## config.mk

```make
export PLATFORM = sky130hd
export DESIGN_NAME = core_timer
export DESIGN_NICKNAME = d
export VERILOG_FILES = /design/src/rtl/ct_pkg.sv /design/src/rtl/ct_prescaler.sv /design/src/rtl/ct_counter.sv /design/src/rtl/ct_rti_chain.sv /design/src/rtl/ct_regs.sv /design/src/rtl/core_timer.sv
export SDC_FILE = /design/constraint.sdc
export NUM_CORES = 1
export LEC_CHECK = 0
export CAP_MARGIN = 25
export CORE_MARGIN = 3
export CORE_UTILIZATION = 49
export DETAILED_ROUTE_END_ITERATION = 10
export PLACE_DENSITY = 0.78
export SYNTH_ARGS = -nofsm -noshare
export SYNTH_HDL_FRONTEND = slang
export SYNTH_SLANG_ARGS = --single-unit
```

## constraint.sdc

```tcl
create_clock -name clk -period 1.8 [get_ports clk]
set_input_delay 0.36 -clock clk [delete_from_list [all_inputs] [get_ports clk]]
set_output_delay 0.36 -clock clk [all_outputs]
set_load 0.03 [all_outputs]
```

## src/rtl/ct_pkg.sv

```systemverilog
package ct_pkg;
  localparam int REG_W    = 8;
  localparam int RATE_W   = 2;
  localparam int RTI_TAPS = 1 << RATE_W;
  localparam int RTI_DIVW = RTI_TAPS - 1;
  // bit positions inside the control/status register
  localparam int B_OVF    = 7;
  localparam int B_RTI    = 6;
  localparam int B_OVFEN  = 5;
  localparam int B_RTIEN  = 4;
  localparam int B_OVFCLR = 3;
  localparam int B_RTICLR = 2;
  localparam logic [RATE_W-1:0] RATE_RESET = '1;

  typedef struct packed {
    logic              ovf_flag;
    logic              rti_flag;
    logic              ovf_en;
    logic              rti_en;
    logic [RATE_W-1:0] rate;
  } ct_state_t;
endpackage

```

## src/rtl/ct_prescaler.sv

```systemverilog
module ct_prescaler #(
  parameter int PRE_BITS = 6
) (
  input  logic clk,
  input  logic rst_n,
  output logic tick
);
  logic [PRE_BITS-1:0] pre_q;

  always_ff @(posedge clk or negedge rst_n) begin
    if (!rst_n) pre_q <= '0;
    else        pre_q <= pre_q + 1'b1;
  end

  assign tick = &pre_q;

  AST_TICK_WRAP: assert property (@(posedge clk) disable iff (!rst_n)
    tick |=> !tick);
endmodule

```

## src/rtl/ct_counter.sv

```systemverilog
module ct_counter #(
  parameter int CNT_W = 8
) (
  input  logic clk,
  input  logic rst_n,
  input  logic tick,
  output logic ovf_evt
);
  logic [CNT_W-1:0] cnt_q;

  always_ff @(posedge clk or negedge rst_n) begin
    if (!rst_n)    cnt_q <= '0;
    else if (tick) cnt_q <= cnt_q + 1'b1;
  end

  assign ovf_evt = tick & (&cnt_q);

  AST_OVF_WRAP: assert property (@(posedge clk) disable iff (!rst_n)
    ovf_evt |=> (cnt_q == '0));
  AST_CNT_HOLD: assert property (@(posedge clk) disable iff (!rst_n)
    !tick |=> $stable(cnt_q));
endmodule

```

## src/rtl/ct_rti_chain.sv

```systemverilog
module ct_rti_chain
  import ct_pkg::*;
(
  input  logic              clk,
  input  logic              rst_n,
  input  logic              ovf_evt,
  input  logic [RATE_W-1:0] rate,
  output logic              rti_evt
);
  logic [RTI_DIVW-1:0] div_q;
  logic [RTI_TAPS-1:0] tap;

  always_ff @(posedge clk or negedge rst_n) begin
    if (!rst_n)       div_q <= '0;
    else if (ovf_evt) div_q <= div_q + 1'b1;
  end

  assign tap[0] = ovf_evt;
  for (genvar k = 1; k < RTI_TAPS; k++) begin : g_tap
    assign tap[k] = ovf_evt & (&div_q[k-1:0]);
  end

  assign rti_evt = tap[rate];

  AST_RTI_NEEDS_OVF: assert property (@(posedge clk) disable iff (!rst_n)
    rti_evt |-> ovf_evt);
  AST_SLOW_IMPLIES_FAST: assert property (@(posedge clk) disable iff (!rst_n)
    tap[RTI_TAPS-1] |-> (&tap));
endmodule

```

## src/rtl/ct_regs.sv

```systemverilog
module ct_regs
  import ct_pkg::*;
(
  input  logic             clk,
  input  logic             rst_n,
  input  logic             we,
  input  logic [REG_W-1:0] wdata,
  input  logic             ovf_evt,
  input  logic             rti_evt,
  output ct_state_t        st
);
  logic ovf_clr, rti_clr;

  assign ovf_clr = we & wdata[B_OVFCLR];
  assign rti_clr = we & wdata[B_RTICLR];

  always_ff @(posedge clk or negedge rst_n) begin
    if (!rst_n) begin
      st.ovf_flag <= 1'b0;
      st.rti_flag <= 1'b0;
      st.ovf_en   <= 1'b0;
      st.rti_en   <= 1'b0;
      st.rate     <= RATE_RESET;
    end else begin
      // a setting event takes priority over a clear in the same cycle
      if (ovf_evt)      st.ovf_flag <= 1'b1;
      else if (ovf_clr) st.ovf_flag <= 1'b0;
      if (rti_evt)      st.rti_flag <= 1'b1;
      else if (rti_clr) st.rti_flag <= 1'b0;
      if (we) begin
        st.ovf_en <= wdata[B_OVFEN];
        st.rti_en <= wdata[B_RTIEN];
        st.rate   <= wdata[RATE_W-1:0];
      end
    end
  end

  AST_OVF_SET: assert property (@(posedge clk) disable iff (!rst_n)
    ovf_evt |=> st.ovf_flag);
  AST_SET_WINS: assert property (@(posedge clk) disable iff (!rst_n)
    (rti_evt && rti_clr) |=> st.rti_flag);
  AST_FLAG_STICKY: assert property (@(posedge clk) disable iff (!rst_n)
    (st.ovf_flag && !ovf_clr) |=> st.ovf_flag);
  AST_RTI_NO_SPURIOUS: assert property (@(posedge clk) disable iff (!rst_n)
    (!st.rti_flag && !rti_evt) |=> !st.rti_flag);
endmodule

```

## src/rtl/core_timer.sv

```systemverilog
module core_timer
  import ct_pkg::*;
#(
  parameter int PRE_BITS = 6,
  parameter int CNT_W    = 8
) (
  input  logic             clk,
  input  logic             rst_n,
  input  logic             reg_we,
  input  logic [REG_W-1:0] reg_wdata,
  output logic [REG_W-1:0] reg_rdata,
  output logic             irq
);
  logic      tick, ovf_evt, rti_evt;
  ct_state_t st;

  ct_prescaler #(.PRE_BITS(PRE_BITS)) u_pre (
    .clk(clk), .rst_n(rst_n), .tick(tick));

  ct_counter #(.CNT_W(CNT_W)) u_cnt (
    .clk(clk), .rst_n(rst_n), .tick(tick), .ovf_evt(ovf_evt));

  ct_rti_chain u_rti (
    .clk(clk), .rst_n(rst_n), .ovf_evt(ovf_evt), .rate(st.rate),
    .rti_evt(rti_evt));

  ct_regs u_regs (
    .clk(clk), .rst_n(rst_n), .we(reg_we), .wdata(reg_wdata),
    .ovf_evt(ovf_evt), .rti_evt(rti_evt), .st(st));

  always_comb begin
    reg_rdata              = '0;
    reg_rdata[B_OVF]       = st.ovf_flag;
    reg_rdata[B_RTI]       = st.rti_flag;
    reg_rdata[B_OVFEN]     = st.ovf_en;
    reg_rdata[B_RTIEN]     = st.rti_en;
    reg_rdata[RATE_W-1:0]  = st.rate;
  end

  assign irq = (st.ovf_flag & st.ovf_en) | (st.rti_flag & st.rti_en);

  AST_IRQ_HAS_SOURCE: assert property (@(posedge clk) disable iff (!rst_n)
    irq |-> (reg_rdata[B_OVF] | reg_rdata[B_RTI]));
  AST_STROBES_READ_ZERO: assert property (@(posedge clk) disable iff (!rst_n)
    reg_rdata[B_OVFCLR:B_RTICLR] == 2'b00);
endmodule

```

==> results.toml <==
[clocking]
cts_root_buf = "clkbuf_4"
cts_tree = "built"
cts_buffers = 3
clock-sinks = 23
postCtsHoldBufs = 0
clock_path_buffers = 2
cts-htree-levels = 1
clk_latency_ps = 300
clk_pin_slew_ps = 120

[drt]
drc = 0
wl_per_cell_um = 12.6
via_per_inst = 4.95
vias = 619
drtPass1Iterations = 4
postRouteAntennaNets = 0
wl_um = 1570
drt_iter0_markers = 6

[logic_synthesis]
synth_top_cell_by_area = "dfrtp_1"
synth_cell_type_count = 22
synthSimpleGateAreaFrac_pct = 13.7
netlist_area_um2 = 1020
synth_mux_area_share_pct = 8.69
synthTopCellsByCount = "dfrtp_1 (21), xor2_1 (9), mux2_2 (7)"
syn-instance-count = 79
synthTopCellsByArea = "dfrtp_1 (51%), mux2_2 (7.7%), xor2_1 (7.7%), dfstp_2 (5.1%), ha_1 (4.9%)"
synth_compound_area_share_pct = 3.30
yosysSeqAreaShare_pct = 56.5
synth_flop_cell = "dfrtp_1"
synthAdderAreaFrac_pct = 4.90
yosys_warnings = 0
syn_area_per_cell_um2 = 12.9
ys_ff_latch = 23
synthArstFlopShare_pct = 100
synth-edff-count = 0
synth-xor-area-share_pct = 10.3
synth.most_common_cell = "dfrtp_1"
yosys.area.top_type_share_pct = 51.4
synth_top_family_by_area = "simple AND/OR/NAND/NOR gates"

[timing]
timing.fmax_mhz = 582
finalWorstSetupSlack_ps = 81.2
setup_viol = 0
hold_viol = 0
layout_min_cycle_time_ps = 1720
rsz0062_at_grt = "false"
setup_tns_ps = 0
skew_ps = 2.98
slew_violations = 0
fin_crit_sh_pct = 95.5

[critical_path]
rrSetupSlack_ps = 180
path_buf_inv = 1
timing.rr.start = "u_cnt.cnt_q[0]"
worstPathArrival_ps = 1360
cp-start-kind = "flop"
critical-path-max-stage-delay_ps = 680
path_cells = "clkdlybuf4s50_1"
critPathKind = "flop to output port"
crit_start = "u_regs.st[4]"
cp_slowest_cell = "clkdlybuf4s50_1"
critPathTopFamily = "buffers and inverters"
worstPathRequired_ps = 1440
endpoint_kind = "output port"
worst-path-max-fanout = 3

[floorplanning]
fp.dieH_um = 51.7
core_area_um2 = 1840
row_count = 15
die_w_um = 51.7
initial_core_util_pct = 55.6
dieArea_um2 = 2670
top_level_ports = 20

[grt]
grt_pass1_vias = 612
grt_antenna_before_repair = 0
grt-ovfl-total = 0
grt_max_degree = 24
grt_pass1_wl_um = 2820
grt_use_total_pct = 14.2

[placement]
io_buffer_count = 15
dpl.hpwl_um = 1190
pre_cts_ws_ps = 201
dp.cells = 121
place_congestion = 0.709

[min_path]
hold_path_class = "input port to async pin"

[cells_and_area]
fin_nets = 116
postLayoutCoreUtil_pct = 67.4
syn_to_final_growth_pct = 21.3
fill_cells = 149
drive_gt1_share_pct = 18.0
instances_no_fill = 125
antenna-diode-count = 0

[status]
status = "complete, no violations"

[power_and_ir_drop]
ir_worst_vdd_uv = 565
leakage_nw = 0.657
p_per_area_nw_per_um2 = 683
fin_total_pwr_mw = 0.847

[run]
cap_violations = 0
[cell families (layout without fill, tap and decap cells)]
group	Yosys count	count (layout)
muxes	8	8
DFF	23	23
and+or+nand+nor	23	23
buffers and inverters	4	24
AOI/OAI and AO/OA	4	4
xor gates and xnor gates	12	12
other	1	2
adders and majority gates	4	4
[through the flow]
step	hold WS (ps)	cell area, µm²
after floorplan	64.4	1030
after global routing	406	1240
final	399	1240
after CTS	406	1240
after global placement	458	1210
after detailed placement	458	1210
[worst paths after layout]
path | to | cells past startpoint
hold reg to reg | u_cnt.cnt_q[4] | 1
min in group clk | u_cnt.cnt_q[4] | 1
max in group asynchronous | u_regs.st[0] | 2
setup reg to reg | u_rti.div_q[1] | 4
hold / removal | u_cnt.cnt_q[0] | 2
setup / recovery | reg_rdata[6] | 1
[sequential cells by signal (all words and copies together) (netlist names)]
name	cells
u_pre.pre_q	6
u_regs.st	6
u_cnt.cnt_q	8
u_rti.div_q	3
[power breakdown]
group          internal (mW)  switching (mW)  leakage (nW)  total (mW)
clock network         0.0862           0.141        0.0150       0.227
registers              0.529         0.00762         0.295       0.537
logic                 0.0390          0.0444         0.347      0.0834
[repair_timing]
| item | CTS | global route |
|---|---|---|
| buffers inserted | 0 | 0 |
| resized for setup | 3 | 1 |
| endpoints found under the setup margin | 3 | 1 |
[layer usage]
layer	part of all wire (%)	up-vias	track usage [%]
li1	-	313	-
met1	50	287	20.7
met2	42	17	20.1
met3	7.2	2	4.58
met4	0.76	0	3.93
met5	0	-	0
[layout make-up]
| type | instances | area (µm²) | area share (%) |
|---|---|---|---|
| Tap cell | 25 | 31.3 | 2.52 |
| Clock buffer | 4 | 26.3 | 2.12 |
| Timing Repair Buffer | 18 | 171 | 13.8 |
| Inverter | 2 | 7.51 | 0.605 |
| Sequential cell | 23 | 578 | 46.6 |
| Multi-Input combinational cell | 53 | 425 | 34.3 |
[placed cells by master, fill, tap and decap left out]
cell type / netlist / final
a21o_2: 1 / 1
a22o_1: 2 / 2
a22oi_1: 1 / 1
and3_1: 1 / 1
buf_4: 2 / 3
clkbuf_1: 0 / 1
clkbuf_4: 0 / 3
clkdlybuf4s50_1: 0 / 11
conb_1: 1 / 2
dfrtp_1: 21 / 21
dfstp_2: 2 / 2
dlygate4sd2_1: 0 / 3
dlymetal6s2s_1: 0 / 1
ha_1: 4 / 4
inv_1: 2 / 2
mux2_2: 7 / 7
mux2i_1: 1 / 1
nand2_1: 5 / 5
nand3_1: 5 / 5
nand3_4: 1 / 1
nand4_1: 2 / 2
nor2_1: 2 / 2
nor3_1: 5 / 5
nor4_1: 1 / 1
nor4_4: 1 / 1
xnor2_1: 3 / 3
xor2_1: 9 / 9
Note: power is estimated with default switching activity, not from simulation.
